<file path="src/rtl/swfc_pkg.sv">
package swfc_pkg;

    localparam int FIELD_W  = 2;
    localparam int N_FIELDS = 4;
    localparam int STATUS_W = FIELD_W * N_FIELDS;

    typedef enum logic [FIELD_W-1:0] {
        FLOW_NORMAL   = 2'b00,
        FLOW_HALT_PND = 2'b01,
        FLOW_REENABLE = 2'b10,
        FLOW_STOPPED  = 2'b11
    } flow_state_e;

    typedef enum logic [FIELD_W-1:0] {
        CHR_DATA      = 2'b00,
        CHR_WAIT      = 2'b01,
        CHR_XOFF_PND  = 2'b10,
        CHR_XON_PND   = 2'b11
    } char_state_e;

    typedef enum logic [FIELD_W-1:0] {
        AUTO_NONE     = 2'b00,
        AUTO_XON      = 2'b01,
        AUTO_XOFF     = 2'b10
    } auto_state_e;

endpackage

</file>
<file path="src/rtl/swfc_rx_field.sv">
module swfc_rx_field
    import swfc_pkg::*;
(
    input  logic               clk,
    input  logic               rst_n,
    input  logic               xon_hit,
    input  logic               xoff_hit,
    input  logic               clr,
    output logic [FIELD_W-1:0] fld
);

    typedef struct packed {
        logic seen_xon;
        logic seen_xoff;
    } rx_seen_t;

    rx_seen_t st_d, st_q;

    // Read clears first, then new hits are merged so they survive the read.
    always_comb begin
        st_d = clr ? '0 : st_q;
        if (xon_hit)  st_d.seen_xon  = 1'b1;
        if (xoff_hit) st_d.seen_xoff = 1'b1;
    end

    always_ff @(posedge clk or negedge rst_n) begin
        if (!rst_n) st_q <= '0;
        else        st_q <= st_d;
    end

    assign fld = st_q;

endmodule

</file>
<file path="src/rtl/swfc_auto_field.sv">
module swfc_auto_field
    import swfc_pkg::*;
(
    input  logic               clk,
    input  logic               rst_n,
    input  logic               en,
    input  logic               xon_sent,
    input  logic               xoff_sent,
    output logic [FIELD_W-1:0] fld
);

    auto_state_e st_d, st_q;

    always_comb begin
        st_d = st_q;
        if (!en) begin
            st_d = AUTO_NONE;
        end else if (xoff_sent) begin
            st_d = AUTO_XOFF;
        end else if (xon_sent) begin
            st_d = AUTO_XON;
        end
    end

    always_ff @(posedge clk or negedge rst_n) begin
        if (!rst_n) st_q <= AUTO_NONE;
        else        st_q <= st_d;
    end

    // Masked so the field reads zero in the very cycle the enable drops.
    assign fld = en ? st_q : AUTO_NONE;

endmodule

</file>
<file path="src/rtl/swfc_flow_fsm.sv">
module swfc_flow_fsm
    import swfc_pkg::*;
(
    input  logic               clk,
    input  logic               rst_n,
    input  logic               halt,
    input  logic               resume,
    input  logic               char_done,
    input  logic               host_rd,
    output logic [FIELD_W-1:0] fld
);

    flow_state_e st_d, st_q;

    always_comb begin
        st_d = st_q;
        unique case (st_q)
            FLOW_NORMAL: begin
                if (halt) st_d = FLOW_HALT_PND;
            end
            FLOW_HALT_PND: begin
                if (resume)         st_d = FLOW_NORMAL;
                else if (char_done) st_d = FLOW_STOPPED;
            end
            FLOW_STOPPED: begin
                if (resume) st_d = FLOW_REENABLE;
            end
            FLOW_REENABLE: begin
                if (halt)         st_d = FLOW_HALT_PND;
                else if (host_rd) st_d = FLOW_NORMAL;
            end
            default: st_d = FLOW_NORMAL;
        endcase
    end

    always_ff @(posedge clk or negedge rst_n) begin
        if (!rst_n) st_q <= FLOW_NORMAL;
        else        st_q <= st_d;
    end

    assign fld = st_q;

endmodule

</file>
<file path="src/rtl/swfc_char_fsm.sv">
module swfc_char_fsm
    import swfc_pkg::*;
(
    input  logic               clk,
    input  logic               rst_n,
    input  logic               xon_req,
    input  logic               xoff_req,
    input  logic               char_done,
    input  logic               bit_tick,
    input  logic               fifo_empty,
    output logic [FIELD_W-1:0] fld
);

    char_state_e st_d, st_q;
    logic        can_queue;

    always_comb begin
        st_d      = st_q;
        can_queue = (st_q == CHR_DATA) || (st_q == CHR_WAIT);
        if (can_queue && xoff_req) begin
            st_d = CHR_XOFF_PND;
        end else if (can_queue && xon_req) begin
            st_d = CHR_XON_PND;
        end else begin
            unique case (st_q)
                CHR_XOFF_PND, CHR_XON_PND: begin
                    if (char_done) st_d = CHR_WAIT;
                end
                CHR_WAIT: begin
                    if (bit_tick && !fifo_empty) st_d = CHR_DATA;
                end
                default: st_d = st_q;
            endcase
        end
    end

    always_ff @(posedge clk or negedge rst_n) begin
        if (!rst_n) st_q <= CHR_DATA;
        else        st_q <= st_d;
    end

    assign fld = st_q;

endmodule

</file>
<file path="src/rtl/swfc_status_tracker.sv">
module swfc_status_tracker
    import swfc_pkg::*;
(
    input  logic                clk,
    input  logic                rst_n,
    input  logic                rx_xon_hit,
    input  logic                rx_xoff_hit,
    input  logic                auto_rx_en,
    input  logic                auto_xon_sent,
    input  logic                auto_xoff_sent,
    input  logic                tx_halt,
    input  logic                tx_resume,
    input  logic                tx_char_done,
    input  logic                tx_xon_req,
    input  logic                tx_xoff_req,
    input  logic                bit_tick,
    input  logic                tx_fifo_empty,
    input  logic                host_rd,
    output logic [STATUS_W-1:0] status
);

    logic [FIELD_W-1:0] rx_fld;
    logic [FIELD_W-1:0] auto_fld;
    logic [FIELD_W-1:0] flow_fld;
    logic [FIELD_W-1:0] char_fld;

    swfc_rx_field u_rx (
        .clk      (clk),
        .rst_n    (rst_n),
        .xon_hit  (rx_xon_hit),
        .xoff_hit (rx_xoff_hit),
        .clr      (host_rd),
        .fld      (rx_fld)
    );

    swfc_auto_field u_auto (
        .clk       (clk),
        .rst_n     (rst_n),
        .en        (auto_rx_en),
        .xon_sent  (auto_xon_sent),
        .xoff_sent (auto_xoff_sent),
        .fld       (auto_fld)
    );

    swfc_flow_fsm u_flow (
        .clk       (clk),
        .rst_n     (rst_n),
        .halt      (tx_halt),
        .resume    (tx_resume),
        .char_done (tx_char_done),
        .host_rd   (host_rd),
        .fld       (flow_fld)
    );

    swfc_char_fsm u_char (
        .clk        (clk),
        .rst_n      (rst_n),
        .xon_req    (tx_xon_req),
        .xoff_req   (tx_xoff_req),
        .char_done  (tx_char_done),
        .bit_tick   (bit_tick),
        .fifo_empty (tx_fifo_empty),
        .fld        (char_fld)
    );

    // Field order is fixed: software decodes these bit positions.
    assign status = {rx_fld, auto_fld, flow_fld, char_fld};

endmodule

</file>
<file path="config.mk">
export PLATFORM = sky130hd
export DESIGN_NAME = swfc_status_tracker
export DESIGN_NICKNAME = d
export VERILOG_FILES = /design/src/rtl/swfc_pkg.sv /design/src/rtl/swfc_rx_field.sv /design/src/rtl/swfc_auto_field.sv /design/src/rtl/swfc_flow_fsm.sv /design/src/rtl/swfc_char_fsm.sv /design/src/rtl/swfc_status_tracker.sv
export SDC_FILE = /design/constraint.sdc
export NUM_CORES = 1
export LEC_CHECK = 0
export ABC_CLOCK_PERIOD_IN_PS = 1200
export BUFFER_PORTS_ARGS = -buffer_cell sky130_fd_sc_hd__buf_2
export CORE_AREA = 2 2 39 41
export CTS_CLUSTER_SIZE = 8
export DETAILED_ROUTE_END_ITERATION = 8
export DIE_AREA = 0 0 41 43
export GPL_ROUTABILITY_DRIVEN = 0
export PLACE_DENSITY = 0.64
export RECOVER_POWER = 50
export SLEW_MARGIN = 25
export SYNTH_ARGS = -nofsm -noshare
export SYNTH_HDL_FRONTEND = slang
export SYNTH_SLANG_ARGS = --single-unit
</file>
<file path="constraint.sdc">
create_clock -name clk -period 1.2 [get_ports clk]
set_input_delay 0.36 -clock clk [delete_from_list [all_inputs] [get_ports clk]]
set_output_delay 0.36 -clock clk [all_outputs]
set_load 0.1 [all_outputs]
</file>
# == Word-level counts from Yosys, hierarchy flattened ==
# Cells that the tools add are included.
# Widths: inputs -> output; s select.
# totals
reg_bits,8
in_bits,15
output_inout_bits,8
word_cells,49
# op_classes
eq_ne,13
mux,18
reduce_logical,13
# op_table
op,n
$mux 2,14
$eq 2x2->1 const B,4
$pmux 2 s4,1
$ne 3x3->1 const B,2
$eq 2x1->1 const B,2
$logic_not 2->1,2
$ne 2x2->1 const B,2
$ne 4x2->1 const B,1
$ne 4x4->1 const B,1
$pmux 2 s2,1
$reduce_and 4->1,1
$reduce_bool 2->1,2
$reduce_bool 4->1,1
$logic_and 1x1->1,3
$ne 3x1->1 const B,1
$reduce_and 3->1,1
$mux 1,2
$reduce_or 2->1,1
$logic_not 1->1,1
$logic_or 1x1->1,1

# == Longest topological paths before layout ==
# Gate-level depths: netlist of the first run.
# depth
ltp_word,6
depth_mapped,2
depth_no_buf,2

# == Hierarchy ==
# A second synthesis of the first run with hierarchy kept.
# hier_totals
cells_unflattened,30
hier_area_um2,336.6
# by_module_without_submodules
mod,instances,cells_per_inst,area_each_um2,seq_area_each_um2
swfc_auto_field,1,8,93.8,50.0
swfc_char_fsm,1,9,92.6,50.0
swfc_flow_fsm,1,8,81.3,50.0
swfc_rx_field,1,5,68.8,50.0

# == Worst setup path before layout of the first run ==
# OpenSTA, ideal clock, no wires.
# synth_timing
kind,in2out
from,input auto_rx_en
to,output status[4]
t_arrival_ps,1094
required_ps,840
path_slack_ps,-254
stages,1
path_buffers,0
cell_sequence,and2_1
# synth_between
elab_chain_cells,1
# synth_rtl
item,line,source
from (decl),swfc_status_tracker.sv:8,"input logic auto_rx_en,"
$mux 2,swfc_auto_field.sv:31,assign fld = en ? st_q : AUTO_NONE;
to (decl),swfc_status_tracker.sv:19,output logic [STATUS_W-1:0] status
# No other way between the ends.

# == Worst setup path after layout of the first run ==
# layout_timing
from,register u_auto.st_q[0]
to,output status[4]
# layout_between
elab_chain_cells,1
# layout_rtl
item,line,source
from (decl),swfc_auto_field.sv:12,"auto_state_e st_d, st_q;"
from (signal assigned),swfc_auto_field.sv:27,else st_q <= st_d;
$mux 2,swfc_auto_field.sv:31,
# No other way between the ends.

==> results.sh, run 1 <==
export IMPL_hpwlAfterDp_um=617
export IMPL_syn_cell_area_sq_um=328
export IMPL_numCtsBuffers=3
export IMPL_hp_class="in2reg"
export IMPL_pre_cts_ws_ps=20.9
export IMPL_root_buffer="clkbuf_4"
export IMPL_grt_overflow=0
export IMPL_yosysWarnings=0
export IMPL_initial_core_util_pct=23.7
export IMPL_areaGrowthSynthToFinish_pct=97.7
export IMPL_setup_violations=8
export IMPL_ys_ff_latch=8
export IMPL_finalWorstSetupSlack_ps=-92.0
export IMPL_first_pass_iters=2
export IMPL_grt_pass1_vias=345
export IMPL_cp_arrival_ps=930
export IMPL_dpl_cell_count=67
export IMPL_drive_above_1_share_pct=59.3
export IMPL_fin_nets=75
export IMPL_die_y_um=43
export IMPL_wl_per_cell_um=10.7
export IMPL_leakagePower_nw=0.308
export IMPL_drv_slew=0
export IMPL_synthesis_nets=44
export IMPL_seq_power_share_pct=33.7
export IMPL_worstPathRequired_ps=840
export IMPL_drt_total_wl_um=803
export IMPL_finalHoldViolations=0
export IMPL_drc=0
export IMPL_nFillCells=142
export IMPL_ir_drop_uv=564
export IMPL_path_clk_slew_ps=60
export IMPL_seqCellArea_sq_um=208
export IMPL_yosys_area_top_type="dfrtp_1"
export IMPL_numPortBuffers=22
export IMPL_vias=334
export IMPL_max_freq_mhz=774
export IMPL_violations="negative setup slack"
export IMPL_stdcell_count=75
export IMPL_clkPwrFrac_pct=21.9
export IMPL_synth_top_area_share_pct=61.1
export IMPL_row_count=14
export IMPL_antenna_cells=0
export IMPL_whs_ps=283
export IMPL_start_kind="register"
export IMPL_cp_end_kind="output pin"
export IMPL_cp_max_fo=2
export IMPL_min_period_ps=1290
export IMPL_syn_avg_cell_area_sq_um=11.3
export IMPL_synth_seq_area_share_pct=61.1
export IMPL_die_area_sq_um=1760
export IMPL_clock_sinks=8
export IMPL_antenna_found_initial=0
export IMPL_core_sq_um=1380
export IMPL_vias_per_cell=4.45
export IMPL_synth_area_leaders="dfrtp_1 (61%), a21o_1 (4.6%), and2_1 (3.8%), nor2b_1 (3.8%), a21oi_1 (3.1%)"
export IMPL_drt_iter0_markers=1
export IMPL_post_route_period_util_pct=108
export IMPL_htreeDepth=1
export IMPL_clock_latency_ps=260
export IMPL_power_density_nw_per_um2=1540
export IMPL_total_power_uw=997
export IMPL_p_comb_share_pct=44.4
export IMPL_slew_headroom_pct=70.2
export IMPL_grt_first_pass_wirelength_um=1260
export IMPL_swShare_pct=39.4
export IMPL_multi_input_area_sq_um=125
export IMPL_grt_max_degree=9
export IMPL_final_antenna_net_count=0
export IMPL_p_int_uw=604
export IMPL_clockBufferDepth=2
export IMPL_rsz0062_at_grt="true"
export IMPL_ys_types=16
export IMPL_status="finished, violations left"
export IMPL_cts_tree="built"
export IMPL_tightest_slew_ps=447
export IMPL_grtUsageTotal_pct=11.1
export IMPL_cap_violations=0
export IMPL_io_pins=23
export IMPL_fp_dieW_um=41
export IMPL_p_switching_uw=392
export IMPL_syn_inst=29
export IMPL_critical_path_class="reg2out"
export IMPL_clock_skew_final_ps=0.184
-- routing by layer --
metal,GRT usage (%),up-vias,share of wire [%]
met5,0,-,0
met2,18.1,20,48
met3,3.14,0,13
met1,10.0,153,39
met4,10.0,0,0
li1,-,161,-
-- worst max-delay path, cell delays in order (launching register included) --
cell and delay [ps]:
dfrtp_1 380, and2_4 150, buf_12 160
-- sequential cells by signal (all words and copies together), names as in the netlist --
signal / count
u_auto.st_q: 2
u_char.fld: 2
u_flow.fld: 2
u_rx.fld: 2
-- cells by family (layout without fill, tap and decap cells) --
| family | Yosys count | in the layout | synth area share (%) |
|---|---|---|---|
| compound gates | 9 | 9 | 19.1 |
| buf+inv | 2 | 32 | 2.29 |
| flops | 8 | 8 | 61.1 |
| simple gates | 10 | 10 | 17.6 |
-- cell usage after synthesis --
library cell and number:
nor3b_1 1, o21a_1 1, nand2_1 1, nor3_1 1, o2bb2ai_1 1, and2_1 2
nor2_1 2, nor2b_1 2, o311ai_1 1, o21bai_1 1, a21oi_1 2, dfrtp_1 8
a21o_1 2, inv_1 2, o21ai_0 1, or3b_1 1
-- layout make-up --
type | count | share of cell area (%)
clock buffers | 4 | 4.05
inverters | 2 | 1.16
multi-input cells | 19 | 19.3
flip-flops and latches | 8 | 32.0
well taps | 16 | 3.09
repair buffers | 26 | 40.3
-- cells in the final DEF (no fill, tap or decap), types with 2 or more instances in the layout --
master	count
buf_4	3
and2_4	2
a21o_1	2
nor2b_1	2
buf_12	8
a21oi_1	2
buf_2	13
nor2_1	2
clkbuf_1	2
dfrtp_1	2
clkbuf_4	3
dfrtp_2	6
inv_1	2
-- path summary, 6_finish.rpt --
path                       slack, ps                   endpoint  depth (start not counted)                  startpoint
max reg2reg                       70  u_char.fld[0]$_DFFE_PN0P_                          3   u_char.fld[1]$_DFFE_PN0P_
max                              -90                  status[4]                          2  u_auto.st_q[0]$_DFFE_PN0P_
min reg2reg                      530    u_rx.fld[0]$_DFFE_PN0P_                          1     u_rx.fld[0]$_DFFE_PN0P_
min                              280  u_flow.fld[1]$_DFFE_PN0P_                          2                   tx_resume
min in group asynchronous        560  u_flow.fld[1]$_DFFE_PN0P_                          2                       rst_n
max in group asynchronous        300  u_char.fld[0]$_DFFE_PN0P_                          2                       rst_n
-- power groups by stage --
stage               Clock, mW  Sequential (mW)  Combinational (mW)
detailed placement          0            0.346               0.412
finish                  0.218            0.336               0.442
global route            0.253            0.338               0.458
CTS                     0.232            0.335               0.443
global placement            0            0.346               0.409
floorplan                   0            0.520              0.0581
-- repair_timing --
action                     in CTS  in global routing
setup endpoints to repair       8                  8
pin swaps                       2                  0
resized for setup               2                  0
setup buffers                   3                  0
hold buffers                    1                  0
hold endpoints to repair        8                  0
-- through the flow --
step	utilization (%)	cell area [sq um]	setup TNS, ps
floorplan	-	338	0
global placement	42.5	588	0
detailed placement	42.5	588	0
CTS	46.9	649	-290
global route	46.8	648	-477
finish	46.8	648	-207
Power figures use the tool's default switching activity.
==> inputs of run 2 (changes only) <==
CAP_MARGIN = 15   (was not set)
CTS_BUF_LIST = sky130_fd_sc_hd__clkbuf_8   (was not set)
CTS_CLUSTER_SIZE = not set   (was 8)
==> results.sh, run 2 (synthesis gave the netlist of run 1 again) <==
export IMPL_status="finished, violations left"
export IMPL_violations="negative setup slack"
export IMPL_worstRegToRegCells=3
export IMPL_min_period_ps=1270
export IMPL_grt_pass1_vias=335
export IMPL_setup_violations=2
export IMPL_initial_core_util_pct=23.7
export IMPL_htreeDepth=1
export IMPL_grt_first_pass_wirelength_um=1240
export IMPL_rr_endpoint="u_char.fld[0]$_DFFE_PN0P_"
export IMPL_crit_path_cell_trace="and2_4, buf_12"
export IMPL_drt_total_wl_um=793
export IMPL_clockBufferDepth=2
export IMPL_placed_area_sq_um=588
export IMPL_cp_max_fo=2
export IMPL_post_route_period_util_pct=106
export IMPL_leakagePower_nw=0.320
export IMPL_wl_per_cell_um=10.6
export IMPL_cpPeakStageDelay_ps=370
export IMPL_cp_arrival_ps=910
export IMPL_start_kind="register"
export IMPL_clock_sinks=8
export IMPL_tightest_slew_ps=444
export IMPL_stdcell_count=75
export IMPL_vias=333
export IMPL_drv_slew=0
export IMPL_worstReg2RegStart="u_char.fld[1]$_DFFE_PN0P_"
export IMPL_final_common_cell="buf_2"
export IMPL_mostFrequentLayoutCells="buf_2 (13), buf_12 (8), dfrtp_2 (6)"
export IMPL_postLayoutCellArea_sq_um=667
export IMPL_cap_violations=0
export IMPL_antenna_found_initial=0
export IMPL_power_density_nw_per_um2=1660
export IMPL_numCtsBuffers=3
export IMPL_critPathSlowestCell="dfrtp_1"
export IMPL_drive_above_1_share_pct=59.3
export IMPL_finalHoldViolations=0
export IMPL_critical_path_class="reg2out"
export IMPL_hpwlAfterDp_um=617
export IMPL_grt_overflow=0
export IMPL_antenna_cells=0
export IMPL_worstPathRequired_ps=840
export IMPL_die_area_sq_um=1760
export IMPL_drt_iter0_markers=0
export IMPL_worst_path_buf_inv=1
export IMPL_dpl_cell_count=67
export IMPL_die_y_um=43
export IMPL_clock_latency_ps=230
export IMPL_finalSetupTns_ps=-121
export IMPL_grt_max_degree=9
export IMPL_ir_drop_uv=578
export IMPL_total_power_mw=1.11
export IMPL_numPortBuffers=22
export IMPL_first_pass_iters=1
export IMPL_vias_per_cell=4.44
export IMPL_cp_end_kind="output pin"
export IMPL_core_sq_um=1380
export IMPL_whs_ps=309
export IMPL_areaGrowthSynthToFinish_pct=103
export IMPL_fp_dieW_um=41
export IMPL_slew_headroom_pct=70.4
export IMPL_cp_top_family="flip-flops"
export IMPL_final_antenna_net_count=0
export IMPL_cts_tree="built"
export IMPL_fin_nets=75
export IMPL_worst_r2r_setup_slack_ps=80
export IMPL_io_pins=23
export IMPL_finalWorstSetupSlack_ps=-66.0
export IMPL_path_clk_slew_ps=40
export IMPL_grtUsageTotal_pct=10.9
export IMPL_drc=0
export IMPL_hp_class="in2reg"
export IMPL_rsz0062_at_grt="true"
export IMPL_row_count=14
export IMPL_max_freq_mhz=790
export IMPL_min_from="auto_xoff_sent"
export IMPL_holdPathEnd="u_auto.st_q[0]$_DFFE_PN0P_"
export IMPL_root_buffer="clkbuf_8"
export IMPL_clock_skew_final_ps=0.112
export IMPL_worstHoldPathCells=2
-- run 2: cell count changes in the layout (fill, tap and decap cells not counted), sizes merged --
cell,delta
clkbuf,-1
inv,+1
-- run 2: per-layer routing --
layer,vias to the layer above,GRT usage (%),part of all wire (%)
li1,160,-,-
met1,153,10.4,39
met2,20,17.2,47
met3,0,3.14,13
met4,0,10.0,0
met5,-,0,0
-- run 2: how the worst max path moves through the flow --
stage	from	depth (start not counted)	to	slack (ps)
detailed placement	auto_rx_en	3	status[4]	20
CTS	u_auto.st_q[0]$_DFFE_PN0P_	2	status[4]	-60
global route	u_auto.st_q[0]$_DFFE_PN0P_	2	status[4]	-100
finish	u_auto.st_q[0]$_DFFE_PN0P_	2	status[4]	-70
floorplan	u_char.fld[1]$_DFFE_PN0P_	2	u_char.fld[0]$_DFFE_PN0P_	2
global placement	auto_rx_en	3	status[4]	20
-- run 2: area by class of cell --
type | count | area, sq um
timing repair buffer | 26 | 262
sequential | 8 | 208
clock buffer | 3 | 41.3
inverter | 2 | 7.51
clock inverter | 1 | 3.75
tap | 16 | 20.0
multi-input combinational | 19 | 125
fill | 139 | 717
-- run 2: through the flow --
stage	utilization (%)	setup slack [ps]
after floorplan	-	1.89
after global placement	42.5	24.8
after detailed placement	42.5	20.9
after CTS	47.7	-58.5
after global routing	48.2	-96.8
final	48.2	-66.0
-- run 2: where the power goes --
group	internal, mW	switching [mW]	total [mW]
Clock	0.221	0.106	0.327
Combinational	0.172	0.270	0.442
Sequential	0.306	0.0306	0.336
-- run 2: timing repair --
action                                  4_1_cts  5_1_grt
endpoints found under the setup margin        4        3
hold endpoints to repair                      8        0
setup buffers                                 2        1
pin swaps                                     2        0
gates resized for setup                       2        0
hold buffers                                  1        0
==> inputs of run 3 (changes only) <==
CORE_AREA = 4 4 41 43   (was 2 2 39 41)
DIE_AREA = 0 0 45 47   (was 0 0 41 43)
==> results.sh, run 3 (synthesis gave the netlist of run 1 again) <==
export IMPL_status="finished, violations left"
export IMPL_violations="negative setup slack"
export IMPL_hp_class="in2reg"
export IMPL_fin_nets=74
export IMPL_rr_endpoint="u_char.fld[0]$_DFFE_PN0P_"
export IMPL_drc=0
export IMPL_cap_violations=0
export IMPL_tightest_slew_ps=427
export IMPL_power_density_nw_per_um2=1670
export IMPL_root_buffer="clkbuf_8"
export IMPL_clkPwrFrac_pct=29.5
export IMPL_placed_area_sq_um=587
export IMPL_finalHoldViolations=0
export IMPL_grt_first_pass_wirelength_um=1280
export IMPL_clock_latency_ps=230
export IMPL_cpPeakStageDelay_ps=370
export IMPL_leakagePower_nw=0.315
export IMPL_drt_iter0_markers=1
export IMPL_finalWorstSetupSlack_ps=-57.0
export IMPL_clock_skew_final_ps=0.0223
export IMPL_path_clk_slew_ps=40
export IMPL_die_area_sq_um=2120
export IMPL_fp_dieW_um=45
export IMPL_cp_end_kind="output pin"
export IMPL_cts_tree="built"
export IMPL_grt_max_degree=9
export IMPL_worstPathRequired_ps=840
export IMPL_htreeDepth=1
export IMPL_start_kind="register"
export IMPL_post_route_period_util_pct=105
export IMPL_ir_drop_uv=1080
export IMPL_clock_sinks=8
export IMPL_cp_max_fo=2
export IMPL_p_comb_share_pct=39.7
export IMPL_whs_ps=309
export IMPL_numCtsBuffers=3
export IMPL_swShare_pct=36.9
export IMPL_rsz0062_at_grt="true"
export IMPL_initial_core_util_pct=25.2
export IMPL_crit_start="u_auto.st_q[1]$_DFFE_PN0P_"
export IMPL_endpoint="status[5]"
export IMPL_worstSetupPathDepth=2
export IMPL_worstRegToRegCells=3
export IMPL_cp_top_family="flip-flops"
export IMPL_seq_power_share_pct=30.8
export IMPL_vias=318
export IMPL_clockBufferDepth=2
export IMPL_mostFrequentLayoutCells="buf_2 (13), buf_12 (8), dfrtp_2 (6)"
export IMPL_grtUsageTotal_pct=8.86
export IMPL_die_y_um=47
export IMPL_drt_total_wl_um=826
export IMPL_areaGrowthSynthToFinish_pct=101
export IMPL_io_pins=23
export IMPL_postLayoutCellArea_sq_um=658
export IMPL_hpwlAfterDp_um=661
export IMPL_worst_r2r_setup_slack_ps=90
export IMPL_grt_overflow=0
export IMPL_wl_per_cell_um=11.3
export IMPL_drive_above_1_share_pct=58.6
export IMPL_first_pass_iters=4
export IMPL_total_power_mw=1.10
export IMPL_final_antenna_net_count=0
export IMPL_final_common_cell="buf_2"
export IMPL_core_sq_um=1300
export IMPL_numPortBuffers=22
export IMPL_vias_per_cell=4.36
export IMPL_max_freq_mhz=796
export IMPL_worstReg2RegStart="u_char.fld[1]$_DFFE_PN0P_"
export IMPL_post_route_util_pct=50.6
export IMPL_setup_violations=2
export IMPL_antenna_cells=0
export IMPL_grt_pass1_vias=329
export IMPL_drv_slew=0
export IMPL_row_count=13
export IMPL_critPathSlowestCell="dfrtp_1"
export IMPL_critical_path_class="reg2out"
export IMPL_min_period_ps=1260
export IMPL_p_int_uw=692
export IMPL_worst_path_buf_inv=1
export IMPL_antenna_found_initial=0
export IMPL_p_switching_uw=405
export IMPL_crit_path_cell_trace="and2_4, buf_12"
export IMPL_cp_arrival_ps=900
export IMPL_slew_headroom_pct=71.5
run 3: through the flow:
step / setup WS (ps) / TNS [ps] / cells
after CTS: -61.1 / -116 / 73
final: -57.0 / -104 / 73
after global placement: 20.0 / 0 / 66
after global routing: -78.4 / -142 / 73
after floorplan: 1.89 / 0 / 29
after detailed placement: 11.7 / 0 / 66
run 3: area by class of cell:
class,count,area (sq um)
clock buffer,3,41.3
clock inverter,1,3.75
fill,129,643
inverter,2,7.51
multi-input combinational,19,125
sequential,8,208
tap,15,18.8
timing repair buffer,25,254
run 3: worst register-to-register path, cell delays in order, from the launching register on:
cell and delay (ps):
dfrtp_2 420, buf_4 150, or3b_1 370, o311ai_1 70
run 3: worst min-delay path by stage:
stage / start / slack [ps] / cells after the start / end
floorplan: rst_n / 60 / 0 / u_auto.st_q[0]$_DFFE_PN0P_
global placement: rst_n / 210 / 1 / u_auto.st_q[1]$_DFFE_PN0P_
detailed placement: rst_n / 210 / 1 / u_auto.st_q[1]$_DFFE_PN0P_
CTS: auto_xoff_sent / 310 / 2 / u_auto.st_q[0]$_DFFE_PN0P_
global route: rx_xon_hit / 320 / 2 / u_rx.fld[1]$_DFFE_PN0P_
finish: auto_xoff_sent / 310 / 2 / u_auto.st_q[0]$_DFFE_PN0P_
run 3: what timing repair did:
| item | 4_1_cts | 5_1_grt |
|---|---|---|
| setup endpoints to repair | 4 | 2 |
| pin swaps | 2 | 0 |
| gates resized for setup | 2 | 0 |
| buffers inserted | 2 | 0 |
| hold buffers | 1 | 0 |
| endpoints found under the hold margin | 8 | 0 |
run 3: routing by layer:
metal	vias up	wire [um]	global-route usage, %	part of all wire, %
met5	-	0	0	0
li1	157	-	-	-
met1	142	295	8.43	36
met4	0	6	7.02	0.73
met2	17	418	15.0	51
met3	2	106	3.83	13
run 3: power by group through the flow:
stage | Combinational, mW | Clock, mW | Sequential [mW]
after floorplan | 0.0581 | 0 | 0.520
after global placement | 0.411 | 0 | 0.345
after detailed placement | 0.414 | 0 | 0.347
after CTS | 0.437 | 0.333 | 0.338
after global routing | 0.452 | 0.352 | 0.341
final | 0.435 | 0.324 | 0.338
